### config.mk
export PLATFORM = sky130hd
export DESIGN_NAME = interval_tod_timer
export DESIGN_NICKNAME = d
export VERILOG_FILES = /design/src/rtl/itod_pkg.sv /design/src/rtl/itod_regs.sv /design/src/rtl/itod_countdown.sv /design/src/rtl/itod_tod.sv /design/src/rtl/interval_tod_timer.sv
export SDC_FILE = /design/constraint.sdc
export NUM_CORES = 1
export LEC_CHECK = 0
export BUFFER_PORTS_ARGS = -buffer_cell sky130_fd_sc_hd__buf_2
export CELL_PAD_IN_SITES_DETAIL_PLACEMENT = 1
export CELL_PAD_IN_SITES_GLOBAL_PLACEMENT = 1
export CORE_MARGIN = 3
export CORE_UTILIZATION = 48
export CTS_CLUSTER_DIAMETER = 50
export DETAILED_ROUTE_END_ITERATION = 6
export GPL_ROUTABILITY_DRIVEN = 1
export PLACE_DENSITY_LB_ADDON = 0.12
export SYNTH_ARGS = -nofsm -noshare
export SYNTH_HDL_FRONTEND = slang
export SYNTH_SLANG_ARGS = --single-unit
### constraint.sdc
create_clock -name clk -period 9.8 [get_ports clk]
set_input_delay 0.49 -clock clk [delete_from_list [all_inputs] [get_ports clk]]
set_output_delay 0.49 -clock clk [all_outputs]
set_load 0.01 [all_outputs]
### src/rtl/itod_pkg.sv
// Shared constants and types for the interval timer with time-of-day counter.
// Assumes a 32-bit data bus with byte offsets; widths of sub-fields are fixed.
package itod_pkg;
    localparam int unsigned DATA_W   = 32;
    localparam int unsigned EN_BIT   = 26;
    localparam int unsigned PRIO_LSB = 20;
    localparam int unsigned PRIO_W   = 4;
    localparam int unsigned NUM_LSB  = 12;
    localparam int unsigned NUM_W    = 8;

    localparam logic [7:0] OFS_CTRL   = 8'h00;
    localparam logic [7:0] OFS_RELOAD = 8'h10;
    localparam logic [7:0] OFS_COUNT  = 8'h14;
    localparam logic [7:0] OFS_PERIOD = 8'h18;
    localparam logic [7:0] OFS_SEC_HI = 8'h20;
    localparam logic [7:0] OFS_SEC_LO = 8'h24;
    localparam logic [7:0] OFS_NSEC   = 8'h28;

    typedef struct packed {
        logic              en;
        logic [PRIO_W-1:0] prio;
        logic [NUM_W-1:0]  num;
    } ctrl_t;
endpackage

### src/rtl/itod_regs.sv
// Control and reload registers plus the interrupt number/priority mapping.
// Assumes CNT_W <= 32. REDUCED_MAP selects the 64..127 number space in which
// the priority is folded into the number.
module itod_regs
    import itod_pkg::*;
#(
    parameter bit          REDUCED_MAP = 1'b0,
    parameter int unsigned CNT_W       = 32
) (
    input  logic              clk,
    input  logic              rst_n,
    input  logic              wr_ctrl,
    input  logic              wr_reload,
    input  logic [DATA_W-1:0] wdata,
    output ctrl_t             ctrl,
    output logic [CNT_W-1:0]  reload,
    output logic              start,
    output logic [NUM_W-1:0]  eff_num,
    output logic [PRIO_W-1:0] eff_prio
);
    localparam int unsigned LOW_W = NUM_W - 2;

    // Capture the three control fields; every other bit of the word is dropped.
    always_ff @(posedge clk) begin
        if (!rst_n) begin
            ctrl <= '0;
        end else if (wr_ctrl) begin
            ctrl.en   <= wdata[EN_BIT];
            ctrl.prio <= wdata[PRIO_LSB +: PRIO_W];
            ctrl.num  <= wdata[NUM_LSB +: NUM_W];
        end
    end

    // Hold the interval length in bus cycles.
    always_ff @(posedge clk) begin
        if (!rst_n) begin
            reload <= '0;
        end else if (wr_reload) begin
            reload <= wdata[CNT_W-1:0];
        end
    end

    // An enabling write restarts the countdown.
    always_comb start = wr_ctrl & wdata[EN_BIT];

    generate
        if (REDUCED_MAP) begin : g_reduced
            // Fold the priority into the low six bits and force the 64..127 window.
            always_comb begin
                eff_num  = {2'b01, ctrl.num[LOW_W-1:0] | LOW_W'({ctrl.prio, 2'b00})};
                eff_prio = ctrl.prio;
            end
        end else begin : g_full
            // Present the programmed fields unchanged.
            always_comb begin
                eff_num  = ctrl.num;
                eff_prio = ctrl.prio;
            end
        end
    endgenerate
endmodule

### src/rtl/itod_countdown.sv
// Reloadable down-counter. It shows values from R down to 1; in the cycle it
// would leave 1 it reloads and raises a registered one-cycle fire flag. A reload
// of 0 therefore fires every cycle. It holds its value while not running.
module itod_countdown #(
    parameter int unsigned CNT_W = 32
) (
    input  logic             clk,
    input  logic             rst_n,
    input  logic             start,
    input  logic             run,
    input  logic [CNT_W-1:0] reload,
    output logic [CNT_W-1:0] count,
    output logic             fire
);
    localparam logic [CNT_W-1:0] ONE = CNT_W'(1);

    // Load on start, otherwise count down and reload at the terminal value.
    always_ff @(posedge clk) begin
        if (!rst_n) begin
            count <= '0;
            fire  <= 1'b0;
        end else begin
            fire <= 1'b0;
            if (start) begin
                count <= reload;
            end else if (run) begin
                if (count <= ONE) begin
                    count <= reload;
                    fire  <= 1'b1;
                end else begin
                    count <= count - ONE;
                end
            end
        end
    end
endmodule

### src/rtl/itod_tod.sv
// Time-of-day counter: nanoseconds advance by PERIOD_NS per cycle and wrap at
// SEC_NS into a 64-bit seconds count. Assumes 0 < PERIOD_NS < SEC_NS < 2^31.
// A valid nanoseconds write replaces the value and drops that cycle's carry.
module itod_tod
    import itod_pkg::*;
#(
    parameter int unsigned PERIOD_NS = 8,
    parameter int unsigned SEC_NS    = 1_000_000_000,
    parameter int unsigned NS_W      = $clog2(SEC_NS)
) (
    input  logic              clk,
    input  logic              rst_n,
    input  logic              wr_sec_hi,
    input  logic              wr_sec_lo,
    input  logic              wr_nsec,
    input  logic [DATA_W-1:0] wdata,
    output logic [NS_W-1:0]   nsec,
    output logic [DATA_W-1:0] sec_hi,
    output logic [DATA_W-1:0] sec_lo
);
    localparam int unsigned       SUM_W = NS_W + 1;
    localparam logic [SUM_W-1:0]  STEP  = SUM_W'(PERIOD_NS);
    localparam logic [SUM_W-1:0]  LIMIT = SUM_W'(SEC_NS);

    logic [SUM_W-1:0]      sum;
    logic                  wrap;
    logic                  ns_load;
    logic [2*DATA_W-1:0]   sec_next;

    // Next-value arithmetic for the nanosecond and second counts.
    always_comb begin
        sum      = {1'b0, nsec} + STEP;
        ns_load  = wr_nsec && (wdata < DATA_W'(SEC_NS));
        wrap     = (sum >= LIMIT) && !ns_load;
        sec_next = {sec_hi, sec_lo} + (2*DATA_W)'(wrap);
    end

    // Nanoseconds register: a legal write wins, otherwise step and wrap.
    always_ff @(posedge clk) begin
        if (!rst_n) begin
            nsec <= '0;
        end else if (ns_load) begin
            nsec <= wdata[NS_W-1:0];
        end else if (sum >= LIMIT) begin
            nsec <= NS_W'(sum - LIMIT);
        end else begin
            nsec <= sum[NS_W-1:0];
        end
    end

    // Seconds words: a write to a word wins over the carry for that word.
    always_ff @(posedge clk) begin
        if (!rst_n) begin
            sec_hi <= '0;
            sec_lo <= '0;
        end else begin
            sec_hi <= wr_sec_hi ? wdata : sec_next[2*DATA_W-1:DATA_W];
            sec_lo <= wr_sec_lo ? wdata : sec_next[DATA_W-1:0];
        end
    end
endmodule

### src/rtl/interval_tod_timer.sv
// Top of the interval timer with time-of-day counter: decodes the register
// bus, wires the control, countdown and time-of-day pieces together and
// gates the interrupt request with enable. Reads are combinational and have
// no side effects; a write takes one cycle with bus_wr high.
module interval_tod_timer
    import itod_pkg::*;
#(
    parameter int unsigned ADDR_W        = 8,
    parameter int unsigned CNT_W         = 32,
    parameter int unsigned CLK_PERIOD_NS = 8,
    parameter int unsigned SEC_NS        = 1_000_000_000,
    parameter bit          REDUCED_MAP   = 1'b0
) (
    input  logic              clk,
    input  logic              rst_n,
    input  logic [ADDR_W-1:0] bus_addr,
    input  logic              bus_wr,
    input  logic [31:0]       bus_wdata,
    output logic [31:0]       bus_rdata,
    output logic              irq_req,
    output logic [7:0]        irq_num,
    output logic [3:0]        irq_prio
);
    localparam int unsigned NS_W = $clog2(SEC_NS);

    ctrl_t              ctrl;
    logic               run;
    logic [CNT_W-1:0]   reload;
    logic [CNT_W-1:0]   count;
    logic               start;
    logic               fire;
    logic [NS_W-1:0]    nsec;
    logic [DATA_W-1:0]  sec_hi;
    logic [DATA_W-1:0]  sec_lo;
    logic [DATA_W-1:0]  ctrl_word;
    logic               wr_ctrl, wr_reload, wr_sec_hi, wr_sec_lo, wr_nsec;

    // Write strobes per writable register.
    always_comb begin
        wr_ctrl   = bus_wr && (bus_addr == ADDR_W'(OFS_CTRL));
        wr_reload = bus_wr && (bus_addr == ADDR_W'(OFS_RELOAD));
        wr_sec_hi = bus_wr && (bus_addr == ADDR_W'(OFS_SEC_HI));
        wr_sec_lo = bus_wr && (bus_addr == ADDR_W'(OFS_SEC_LO));
        wr_nsec   = bus_wr && (bus_addr == ADDR_W'(OFS_NSEC));
    end

    itod_regs #(
        .REDUCED_MAP (REDUCED_MAP),
        .CNT_W       (CNT_W)
    ) u_regs (
        .clk       (clk),
        .rst_n     (rst_n),
        .wr_ctrl   (wr_ctrl),
        .wr_reload (wr_reload),
        .wdata     (bus_wdata),
        .ctrl      (ctrl),
        .reload    (reload),
        .start     (start),
        .eff_num   (irq_num),
        .eff_prio  (irq_prio)
    );

    always_comb run = ctrl.en;

    itod_countdown #(
        .CNT_W (CNT_W)
    ) u_cnt (
        .clk    (clk),
        .rst_n  (rst_n),
        .start  (start),
        .run    (run),
        .reload (reload),
        .count  (count),
        .fire   (fire)
    );

    itod_tod #(
        .PERIOD_NS (CLK_PERIOD_NS),
        .SEC_NS    (SEC_NS),
        .NS_W      (NS_W)
    ) u_tod (
        .clk       (clk),
        .rst_n     (rst_n),
        .wr_sec_hi (wr_sec_hi),
        .wr_sec_lo (wr_sec_lo),
        .wr_nsec   (wr_nsec),
        .wdata     (bus_wdata),
        .nsec      (nsec),
        .sec_hi    (sec_hi),
        .sec_lo    (sec_lo)
    );

    // A fire that lands on the disabling edge is masked here.
    always_comb irq_req = fire & run;

    // Rebuild the control word with only its meaningful fields.
    always_comb begin
        ctrl_word                         = '0;
        ctrl_word[EN_BIT]                 = ctrl.en;
        ctrl_word[PRIO_LSB +: PRIO_W]     = ctrl.prio;
        ctrl_word[NUM_LSB +: NUM_W]       = ctrl.num;
    end

    // Read multiplexer; unmapped offsets return zero.
    always_comb begin
        bus_rdata = '0;
        case (bus_addr)
            ADDR_W'(OFS_CTRL):   bus_rdata = ctrl_word;
            ADDR_W'(OFS_RELOAD): bus_rdata = DATA_W'(reload);
            ADDR_W'(OFS_COUNT):  bus_rdata = DATA_W'(count);
            ADDR_W'(OFS_PERIOD): bus_rdata = DATA_W'(CLK_PERIOD_NS);
            ADDR_W'(OFS_SEC_HI): bus_rdata = sec_hi;
            ADDR_W'(OFS_SEC_LO): bus_rdata = sec_lo;
            ADDR_W'(OFS_NSEC):   bus_rdata = DATA_W'(nsec);
            default:             bus_rdata = '0;
        endcase
    end
endmodule

; After elaboration in Yosys (flattened, before gate mapping)
; Index checks and enable logic that the tools add are counted.
[totals]
register_bits = 172
out_inout_bits = 45
wordCells = 46
[op_classes]
n_addsub = 4
n_lt_le_gt_ge = 3
n_eq_ne = 6
n_mux = 9
bitwise = 4
reduce_logical = 11
[ops]
columns = op, n
row1 = one-hot mux 32 bit (7 select lines), 1
row2 = two-way mux 32 bit, 5
row3 = adder 64 x 1 -> 64 bit, 1
row4 = two-way mux 30 bit, 2
row5 = less-or-equal comparator 32 x 1 -> 1 bit (second input constant), 1
row6 = less-than comparator 32 x 30 -> 1 bit (second input constant), 1
row7 = subtractor 32 x 1 -> 32 bit (second input constant), 1
row8 = adder 30 x 4 -> 31 bit (second input constant), 1
row9 = >= comparator 31 x 30 -> 1 bit (second input constant), 1
row10 = subtractor 30 bit (second input constant), 1
row11 = equality test 8 x 5 -> 1 bit (second input constant), 3
row12 = equality test 8 x 6 -> 1 bit (second input constant), 3
row13 = zero test 8 bit, 1
row14 = logical AND 1 bit, 7
row15 = OR reduction 3 bit, 1
row16 = AND 1 bit, 2
row17 = inverter 1 bit, 2
row18 = nonzero test 2 bit, 1
row19 = zero test 1 bit, 1
row20 = two-way mux 1 bit, 1

; Longest topological paths before layout
; Gate-level depths: netlist of run 1.
[depth]
word_depth = 7
ltp_mapped = 28
depth_no_buf = 24

; Hierarchy
; A second synthesis of run 1 with hierarchy kept.
[unflattened]
cells_unflattened = 1439
hier_area_um2 = 11632.4
[by_module_without_submodules]
columns = mod, instances, cells_per_inst, area_per_inst_um2
row1 = itod_tod, 1, 821, 6281.0
row2 = itod_countdown, 1, 276, 2130.8
row3 = itod_regs, 1, 158, 1833.0
row4 = interval_tod_timer, 1, 184, 1387.6

; Worst setup path before layout of run 1
; No wires, ideal clock.
[synth_timing]
kind = reg2reg
startpoint = register u_tod.nsec[4]
endpoint = register u_tod.sec_hi[26]
setup_time_ns = 0.091
arrival_time_ns = 5.328
t_required_ns = 9.709
path_slack_ns = 4.381
path_stages_with_launch = 27
n_path_buf = 4
synth_period_minus_slack_ns = 5.419
cell_sequence = dfxtp_1 > ha_1 > clkbuf_1 > and4_1 > buf_2 > nand2_1 > xor2_1 > ha_1 > o21ai_0 > a311o_1 > nand2_1 > o211ai_1 > a21oi_2 > a21o_1 > buf_2 > nor2_1 > ha_1 > ha_1 > and2_1 > nand2_1 > nor4_2 > nand2_1 > nor2_1 > nand4_1 > clkbuf_1 > or3_1 > a311oi_1
[synth_between]
elab_chain_len = 5
[synth_lines]
columns = element, line
row1 = from (decl), itod_tod.sv:17  ; output logic [NS_W-1:0] nsec,
row2 = from (signal assigned), itod_tod.sv:43  ; nsec <= wdata[NS_W-1:0];
row3 = from (signal assigned), itod_tod.sv:45  ; nsec <= NS_W'(sum - LIMIT);
row4 = from (signal assigned), itod_tod.sv:47  ; nsec <= sum[NS_W-1:0];
row5 = adder 30 x 4 -> 31 bit, itod_tod.sv:32  ; sum = {1'b0, nsec} + STEP;
row6 = >= comparator 31 x 30 -> 1 bit, itod_tod.sv:34  ; wrap = (sum >= LIMIT) && !ns_load;
row7 = logical AND 1 bit, itod_tod.sv:34
row8 = adder 64 x 1 -> 64 bit, itod_tod.sv:35  ; sec_next = {sec_hi, sec_lo} + (2*DATA_W)'(wrap);
row9 = two-way mux 32 bit, itod_tod.sv:57  ; sec_hi <= wr_sec_hi ? wdata : sec_next[2*DATA_W-1:DATA_W];
row10 = to (signal assigned), itod_tod.sv:57
row11 = to (decl), itod_tod.sv:18  ; output logic [DATA_W-1:0] sec_hi,
; Every way passes these cells.
; A chain may end at the register's enable or synchronous reset.

; Worst setup path after layout of run 1
[layout_timing]
startpoint = register u_tod.nsec[3]
endpoint = register u_tod.sec_hi[20]
; The elaborated chain is that of the path after synthesis.

==> results of run 1 <==
-- layer usage --
metal,share of wire (%),wire length [µm],up-vias
met4,4.3,1900,0
met2,44,19700,573
met5,0,0,-
met3,10,4450,98
li1,-,-,5222
met1,42,18500,5838
-- power by group --
group	internal, µW	switching (µW)	leakage (µW)
sequential	700	4.13	0.00139
combinational	16.6	57.5	0.00222
clock	364	331	0.000282
-- final cells by class --
cell class              instances  area (µm²)  share of cell area (%)
clock inverters                13         158                    1.37
well taps                     275         344                    2.98
repair buffers                103         556                    4.82
flip-flops and latches        172        3440                    29.9
clock buffers                  19         433                    3.76
inverters                      25        96.3                   0.836
multi-input cells            1117        6500                    56.4
-- final timing paths --
path                                         from                end  slack, ns  depth (start not counted)
worst max-delay path                u_tod.nsec[3]   u_tod.sec_hi[20]       2.73                         23
worst min-delay path                 bus_wdata[4]   u_regs.reload[4]       0.35                          3
worst max register to register      u_tod.nsec[3]   u_tod.sec_hi[20]       2.73                         23
worst min register to register  u_regs.eff_num[0]  u_regs.eff_num[0]       0.47                          2
-- worst max-delay path, cell delays in order (launching register included) --
cell and delay, ns:
dfxtp_1 0.52, ha_1 0.51, and4_1 0.52, nand2_1 0.17, xor2_1 0.20, ha_1 0.31, nand3_1 0.11, o41ai_1 0.07
a22oi_1 0.16, nand2_1 0.16, o211ai_1 0.33, a21oi_2 0.17, a21o_1 0.35, nor2_1 0.40, ha_1 0.32, ha_1 0.27
and2_1 0.20, nand2_1 0.08, nor4_2 0.59, nand2_1 0.14, nor2_1 0.25, nand4_1 0.42, or3_1 0.45, a311oi_1 0.26
-- Yosys cell counts, drive strengths merged (23+ instances only) --
| cell | count | share of area, % |
|---|---|---|
| a211oi | 60 | 4.4 |
| a21oi | 116 | 5.6 |
| a222oi | 44 | 4.2 |
| a22oi | 23 | 1.7 |
| clkbuf | 91 | 3.3 |
| dfxtp | 172 | 33 |
| inv | 25 | 0.90 |
| nand2 | 253 | 9.1 |
| nand3 | 67 | 3.3 |
| nand4 | 25 | 1.6 |
| nor2 | 140 | 5.0 |
| nor3 | 28 | 1.3 |
| nor4 | 23 | 1.6 |
| o21ai | 83 | 4.0 |
| xnor2 | 53 | 4.6 |
| xor2 | 33 | 2.8 |
-- kinds of logic after synthesis --
group / share of synthesized area (%)
compound gates: 25.9
xor+xnor: 7.41
fa+ha+maj: 0.720
buf+inv: 5.02
flops: 33.0
mux: 0.300
simple gates: 27.6
-- placed cells by master (no fill, tap or decap), types with 3 or more instances in the layout --
| cell | n |
|---|---|
| ha_1 | 6 |
| dfxtp_1 | 172 |
| nor3_1 | 28 |
| a22o_1 | 6 |
| a21o_1 | 3 |
| o211ai_1 | 3 |
| buf_2 | 87 |
| inv_8 | 4 |
| xnor2_1 | 52 |
| a311oi_1 | 13 |
| nand2_1 | 251 |
| nand4_1 | 24 |
| inv_1 | 24 |
| o21ai_0 | 82 |
| nand3_1 | 65 |
| a222oi_1 | 44 |
| o31ai_1 | 5 |
| and2_1 | 15 |
| a22oi_1 | 23 |
| and4_1 | 8 |
| clkbuf_16 | 17 |
| or4_1 | 5 |
| nor2_1 | 137 |
| nor4_2 | 4 |
| a211oi_1 | 59 |
| a221oi_1 | 3 |
| nor4_1 | 19 |
| and3_1 | 14 |
| xor2_1 | 33 |
| or2_2 | 4 |
| or3_1 | 16 |
| a31oi_1 | 8 |
| a21oi_1 | 114 |
| o22ai_1 | 8 |
| a31o_2 | 4 |
| buf_4 | 16 |
| nand2b_1 | 6 |
-- state kept, by name (all words and copies together), names as in the netlist --
name             cells
u_tod.sec_lo        32
u_cnt.fire           1
u_regs.ctrl          1
u_regs.reload       32
u_tod.nsec          30
u_regs.eff_prio      4
u_cnt.count         32
u_regs.eff_num       8
u_tod.sec_hi        32
-- through the flow --
| step | total power, µW | area, µm² | util [%] |
|---|---|---|---|
| finish | 1470 | 11500 | 54.5 |
| global route | 1510 | 11500 | 54.5 |
| CTS | 1470 | 11500 | 54.5 |
| detailed placement | 791 | 10900 | 51.7 |
| global placement | 791 | 10900 | 51.7 |
| floorplan | 750 | 10400 | - |
==> results.md, run 1 <==
* Status: finished, violations left
* Violated checks: design-rule violations
* Syn Area/Cell at 7.33 µm²
* Residual DRC at 7
* First-pass GRT wire length at 68300 µm
* 1st-pass router iterations at 7
* Drt total wl at 44500 µm
* FF+latch count, synth at 172
* Number of diodes at 0
* Die width at 153 µm
* Crit-path max FO at 14
* Starting DRT DRC Count at 1471
* FMAX at 0.141 GHz
* Crit share post-route at 72.2%
* Die Footprint at 23500 µm²
* Setup Crit Path Kind: reg2reg
* Core area at 21200 µm²
* CP Data Arrival Time at 7.42 ns
* PwrDens at 128 nW/µm²
* Final non-filler cell total at 1724
* Synth warn at 0
* Slew margin rel. at 19.8%
* Leak at 0.00388 µW
* Slew @ Worst Pin at 1.20 ns
* Synth cell types at 69
* Vias at 11700
* Synth Cell Area at 10400 µm²
* RSZ-0062 raised after global routing: no
* Longest Clk Path Bufs at 2
* TritonCTS Sinks at 172
* Placed cells at 1692
* Clk slew on worst S/H paths at 0.08 ns
* Main flop type after synthesis: dfxtp_1
* Port Buffers at 87
* Post-Syn Instances at 1421
* Total track usage at 37.0%
* Rows at 53
* GP Congestion at 0.939
* CTS HTree Levels at 4
* Post-place setup slack at 2.97 ns
* Vias in the first global route at 11400
* Initial antenna violation count at 0
* Layout cells sized above 1 at 11.4%
* Later-pin clock latency in the skew report at 0.45 ns
* NumNets Final at 1485
* Sequential area share after synthesis at 33.0%
* EDFF count, synth at 0
* Worst Path Required at 10.15 ns
* Synth-to-layout area growth at 10.6%
* WL per Instance at 25.8 µm
* Fin. Hold Viols at 0
* Layout fillers at 2741
* Crit start category: register
* Fin crit period at 7.07 ns
* Layout Skew at 0.0127 ns
* Crit end category: register
* Fin Setup TNS at 0 ns
* Met1 Use GR at 51.6%
* DRT antenna net count at 0
* CTS Hold Bufs at 0
* Postcts setup bufs at 0
* Die Ht at 153 µm
* GR Util met2 at 56.1%
* # setup viols final at 0
* GR Util met3 at 6.96%
* Root Buffer: clkbuf_16
* Max-Cap Viols at 0
* Final setup margin at 2.73 ns
* Mapped Nets at 1470
* HPWL Detailed at 31000 µm
* CTS tree: built
* Max VDD drop at 0.000102 V
* Final Max Tran Viols at 0
* Gr ovfl total at 0
* Vias/cell at 6.80
* Resized cells post-CTS at 0
* Largest net degree at the start of global routing at 75
* Hold Slack at 0.346 ns
* Starting Density at 49.3%
* CTS Buf Count at 17
* Asr flop ratio synth at 0%
* IO Pins at 88
* GR peak layer: met2
* Hold Path Class: in2reg
Power figures use the tool's default switching activity.
==> run 2: changes to the inputs <==
--- a/config.mk
+++ b/config.mk
@@ -9,7 +9,7 @@
 export CELL_PAD_IN_SITES_DETAIL_PLACEMENT = 1
 export CELL_PAD_IN_SITES_GLOBAL_PLACEMENT = 1
 export CORE_MARGIN = 3
-export CORE_UTILIZATION = 48
+export CORE_UTILIZATION = 45
 export CTS_CLUSTER_DIAMETER = 50
 export DETAILED_ROUTE_END_ITERATION = 6
 export GPL_ROUTABILITY_DRIVEN = 1
==> constraint.sdc (replaced) <==
create_clock -name clk -period 6.6 [get_ports clk]
set_input_delay 0.33 -clock clk [delete_from_list [all_inputs] [get_ports clk]]
set_output_delay 0.33 -clock clk [all_outputs]
set_load 0.01 [all_outputs]
==> run 2 against run 1 <==
Compared with the run above:
- the flow now finishes without violations
- critical path depth is 4 lower
- worst setup slack worse by 2.1 ns
- via count shrank 1.4%
- power up 50%
- register-to-register slack got worse by 2.1 ns
- core utilization shrank 3.2 points
- design area increased by 1.0%
- first-iteration DRC count shrank 15%
- final cell count is 1.3% higher
- die area up 6.4%
- critical path type unchanged
- highest routed layer unchanged
==> results.md, run 2 (synthesis gave the netlist of run 1 again) <==
* Status: completed
* Number of diodes at 0
* Rows at 55
* Layout fillers at 2903
* Crit end category: register
* Residual DRC at 0
* Clk slew on worst S/H paths at 0.08 ns
* Fin. Hold Viols at 0
* First-pass GRT wire length at 66800 µm
* Synth-to-layout area growth at 11.7%
* Layout Skew at 0.0196 ns
* Vias/cell at 6.62
* IO Pins at 88
* Crit share post-route at 91.1%
* Starting Density at 45.9%
* Final non-filler cell total at 1747
* DRT antenna net count at 0
* Max VDD drop at 0.000150 V
* CP Data Arrival Time at 6.36 ns
* PwrDens at 190 nW/µm²
* Die Footprint at 25000 µm²
* Longest Clk Path Bufs at 2
* TritonCTS Sinks at 172
* # setup viols final at 0
* Max-Cap Viols at 0
* Worst Path Required at 6.95 ns
* Most common cell after layout, fill and taps aside: nand2_1
* CTS tree: built
* Setup Crit Path Kind: reg2reg
* Footprint of the multi-input gates at 6500 µm²
* Reg-to-Reg Start: u_tod.nsec[3]
* Port Buffers at 87
* Commonest non-fill, non-tap cells in the layout: nand2_1 (251), dfxtp_1 (172), nor2_1 (136)
* Die Ht at 158 µm
* Leak at 0.00395 µW
* Layout cells sized above 1 at 12.3%
* HP Start: bus_wdata[31]
* Vias at 11600
* Starting DRT DRC Count at 1246
* Slew margin rel. at 19.6%
* Storage cell area at 3440 µm²
* Gr ovfl total at 0
* Vias in the first global route at 11000
* Placed cells at 1712
* Later-pin clock latency in the skew report at 0.45 ns
* Hold Slack at 0.186 ns
* Total track usage at 35.0%
* Crit start category: register
* Core area at 22700 µm²
* CTS Hold Bufs at 0
* FMAX at 0.166 GHz
* Slew @ Worst Pin at 1.20 ns
* CTS Buf Count at 17
* GP Congestion at 0.981
* Crit-path max FO at 10
* Root Buffer: clkbuf_16
* Crit. Startpoint: u_tod.nsec[3]
* Drt total wl at 44200 µm
* NumNets Final at 1498
* WL per Instance at 25.3 µm
* Fin Setup TNS at 0 ns
* Final Max Tran Viols at 0
* RSZ-0062 raised after global routing: no
* Initial antenna violation count at 0
* 1st-pass router iterations at 7
* CTS HTree Levels at 4
* Die width at 158 µm
* Total power at 2220 µW
* Hold Path Class: in2reg
* Largest net degree at the start of global routing at 79
* Fin crit period at 6.01 ns
* HPWL Detailed at 31500 µm
-- run 2: final timing paths --
path	cells after the start	slack, ns	to
max	19	0.59	u_tod.sec_hi[29]
min	3	0.19	u_regs.reload[31]
max reg2reg	19	0.59	u_tod.sec_hi[29]
min reg2reg	2	0.47	u_regs.reload[15]
-- run 2: stage by stage --
step,area [µm²],utilization [%],setup WS (ns)
CTS,11600,51.2,0.304
floorplan,10400,-,1.18
finish,11600,51.3,0.589
global route,11600,51.3,0.0130
global placement,11000,48.5,0.654
detailed placement,11000,48.5,0.312
-- run 2: final cells by class --
type                    instances  share of cell area [%]
inverters                      25                   0.827
repair buffers                116                    5.61
multi-input cells            1117                    55.8
clock inverters                12                    1.29
clock buffers                  20                    3.84
flip-flops and latches        172                    29.6
well taps                     285                    3.06
-- run 2: power breakdown --
group,internal [µW],switching [µW]
clock network,580,480
registers,1040,6.52
logic,24.9,84.1
-- run 2: metal layers --
| metal | wire length (µm) | global-route usage (%) | vias up |
|---|---|---|---|
| li1 | - | - | 5248 |
| met2 | 19200 | 52.5 | 507 |
| met4 | 2050 | 15.7 | 0 |
| met3 | 3790 | 7.76 | 95 |
| met1 | 19100 | 48.1 | 5721 |
| met5 | 0 | 0 | - |
-- run 2: critical path, cell delays in order, from the launching register on --
cell,delay [ns]
dfxtp_1,0.54
ha_1,0.25
buf_4,0.19
nand4_4,0.20
or4_1,0.77
xnor2_4,0.26
nand3_2,0.11
nor4b_2,0.35
a211oi_1,0.18
a21o_1,0.23
nor2_1,0.33
ha_1,0.30
and3_1,0.27
nand3_1,0.27
nor4_2,0.53
nor2b_1,0.26
nand4_1,0.10
buf_4,0.19
or3_1,0.31
a311oi_1,0.27
-- run 2: repair_timing --
action	in CTS	in global routing
buffers inserted	0	3
setup endpoints to repair	0	15
gates resized for setup	0	2
==> run 3: changes to the inputs <==
--- a/config.mk
+++ b/config.mk
@@ -5,11 +5,13 @@
 export SDC_FILE = /design/constraint.sdc
 export NUM_CORES = 1
 export LEC_CHECK = 0
+export ABC_AREA = 1
 export BUFFER_PORTS_ARGS = -buffer_cell sky130_fd_sc_hd__buf_2
 export CELL_PAD_IN_SITES_DETAIL_PLACEMENT = 1
 export CELL_PAD_IN_SITES_GLOBAL_PLACEMENT = 1
 export CORE_MARGIN = 3
-export CORE_UTILIZATION = 45
+export CORE_UTILIZATION = 44
+export CTS_BUF_LIST = sky130_fd_sc_hd__clkbuf_8
 export CTS_CLUSTER_DIAMETER = 50
 export DETAILED_ROUTE_END_ITERATION = 6
 export GPL_ROUTABILITY_DRIVEN = 1
==> run 3 against run 2 <==
Compared with the run above:
- global-route usage grew 2.1 points
- non-clock buffer count down 19
- sequential cell count did not move
- worst setup slack better by 0.48 ns
- sequential share of layout area decreased by 2.5 points
- largest power group is now sequential cells
- highest routed layer is now met5
==> results.md, run 3 <==
* Hold path depth at 3
* Residual DRC at 0
* Crit-path max FO at 18
* FF+latch count, synth at 172
* Resized cells post-CTS at 0
* Area share of the largest cell type after synthesis at 29.4%
* IO Pins at 88
* FMAX at 0.181 GHz
* Crit start category: register
* Syn Area/Cell at 6.17 µm²
* WL per Instance at 23.5 µm
* RR Endpoint: u_tod.sec_hi[30]
* Fin. Hold Viols at 0
* Fin Setup TNS at 0 ns
* Sequential area share after synthesis at 29.4%
* Main flop type after synthesis: dfxtp_1
* HPWL Detailed at 41100 µm
* Max VDD drop at 0.000111 V
* Hold Slack at 0.114 ns
* Later-pin clock latency in the skew report at 0.48 ns
* Starting DRT DRC Count at 1592
* Largest net degree at the start of global routing at 113
* 1st-pass router iterations at 6
* First-pass GRT wire length at 80900 µm
* Fin crit period at 5.53 ns
* Slew margin rel. at 22.8%
* HP Start: bus_wdata[25]
* Number of diodes at 0
* Layout cells sized above 1 at 9.11%
* Storage cell area at 3440 µm²
* Initial antenna violation count at 1
* Synth cell types at 41
* WHS Endpoint: u_tod.sec_hi[25]
* Layout Skew at 0.0209 ns
* Slew @ Worst Pin at 1.16 ns
* PwrDens at 152 nW/µm²
* Crit share post-route at 83.8%
* Die width at 169 µm
* Vias in the first global route at 13400
* Drt total wl at 53800 µm
* Register-to-register setup slack at 1.07 ns
* # setup viols final at 0
* Worst Path Required at 7.03 ns
* Setup Crit Path Kind: reg2reg
* Vias/cell at 5.91
* CTS HTree Levels at 4
* Final Max Tran Viols at 0
* Slowest stage delay, CP at 0.41 ns
* Status: completed
* Max-Cap Viols at 0
* Leading post-synthesis cells by cell area: dfxtp_1 (29%), nand2_1 (13%), inv_1 (9.8%)
* Most common cell after layout, fill and taps aside: nand2_1
* GP Congestion at 1.06
* Post-place setup slack at 1.13 ns
* Vias at 13500
* Reg-to-Reg Start: u_tod.nsec[3]
* Synth-to-layout area growth at 8.68%
* CP Data Arrival Time at 5.97 ns
* Die Ht at 169 µm
* EDFF count, synth at 0
* Mapped Nets at 1949
* Crit end category: register
* Asr flop ratio synth at 0%
* Starting Density at 44.9%
* Rows at 59
* Die Footprint at 28600 µm²
* RSZ-0062 raised after global routing: no
* Critical-path top delay cell: dfxtp_1
* CTS Buf Count at 17
* Clk slew on worst S/H paths at 0.11 ns
* Leak at 0.00572 µW
* CTS Hold Bufs at 0
* Synth Cell Area at 11700 µm²
* Port Buffers at 87
* NumNets Final at 1990
* Most frequent cell after synthesis: nand2_1
* Final core occ at 48.8%
* Footprint of the multi-input gates at 6790 µm²
* Total power at 1940 µW
* Postcts setup bufs at 0
* Register-to-Register Path Depth at 30
* Crit. Startpoint: u_tod.nsec[3]
* DRT antenna net count at 0
* CTS tree: built
* Hold Path Class: in2reg
* Synth warn at 0
* Total track usage at 37.1%
* Root Buffer: clkbuf_8
* Area leader, netlist: dfxtp_1
* TritonCTS Sinks at 172
* Final setup margin at 1.07 ns
* Core area at 26100 µm²
* Most frequent cells after synthesis: nand2_1 (393), inv_1 (305), nor2_1 (185)
* Gr ovfl total at 0
* Commonest non-fill, non-tap cells in the layout: nand2_1 (393), inv_1 (304), nor2_1 (182)
* Longest Clk Path Bufs at 2
* Layout fillers at 3703
* Post-Syn Instances at 1900
run 3: changes by cell type after synthesis, sizes merged, moves of 43 or more:
cell	delta
a211oi	-54
a222oi	-44
inv	+292
nand2	+149
nand3	+61
nor2	+58
o21ai	+64
xnor2	-43
run 3: through the flow:
stage,cells,cell area (µm²)
3_5_place_dp,2257,12400
6_report,2288,12700
3_3_place_gp,2257,12400
2_1_floorplan,1900,11700
5_1_grt,2288,12700
4_1_cts,2288,12700
run 3: final cells by class:
| type | count | share of cell area [%] |
|---|---|---|
| clock buffers | 18 | 1.94 |
| clock inverters | 13 | 1.03 |
| inverters | 320 | 9.43 |
| multi-input cells | 1333 | 53.3 |
| flip-flops and latches | 172 | 27.0 |
| well taps | 335 | 3.29 |
| repair buffers | 97 | 4.03 |
run 3: cells by family after synthesis:
kind of cell    share of synthesized area [%]
simple gates                             32.0
compound gates                           19.6
buf+inv                                  12.9
flops                                    29.4
xor+xnor                                 5.45
fa+ha+maj                               0.640
mux                                    0.0854
run 3: worst max path at each step:
stage,slack [ns],end
final,1.07,u_tod.sec_hi[30]
after global routing,0.45,u_tod.sec_hi[30]
after CTS,1.12,u_tod.sec_hi[30]
after detailed placement,1.13,u_tod.sec_hi[30]
after global placement,1.43,u_tod.sec_hi[30]
after floorplan,2.17,u_tod.sec_hi[30]
run 3: worst max-delay path, delay by kind of cell, from the launching register on:
| family | cells | cell delay, ns |
|---|---|---|
| buffers and inverters | 5 | 0.40 |
| adders and majority gates | 4 | 1.05 |
| and+or+nand+nor | 17 | 2.92 |
| AOI/OAI and AO/OA | 4 | 0.73 |
| DFF | 1 | 0.41 |
run 3: layer usage:
layer / vias to the layer above / wire (µm) / global-route usage (%)
met1: 6534 / 23400 / 51.3
met2: 565 / 23300 / 56.6
met3: 114 / 4450 / 6.52
met5: - / 13 / 0
met4: 2 / 2620 / 16.4
li1: 6306 / - / -
run 3: power breakdown:
group	switching [µW]	leakage, µW	total [µW]	internal (µW)
clock network	459	0.000182	775	316
logic	93.4	0.00415	120	26.6
registers	4.32	0.00139	1040	1040
total	557	0.00572	1940	1380
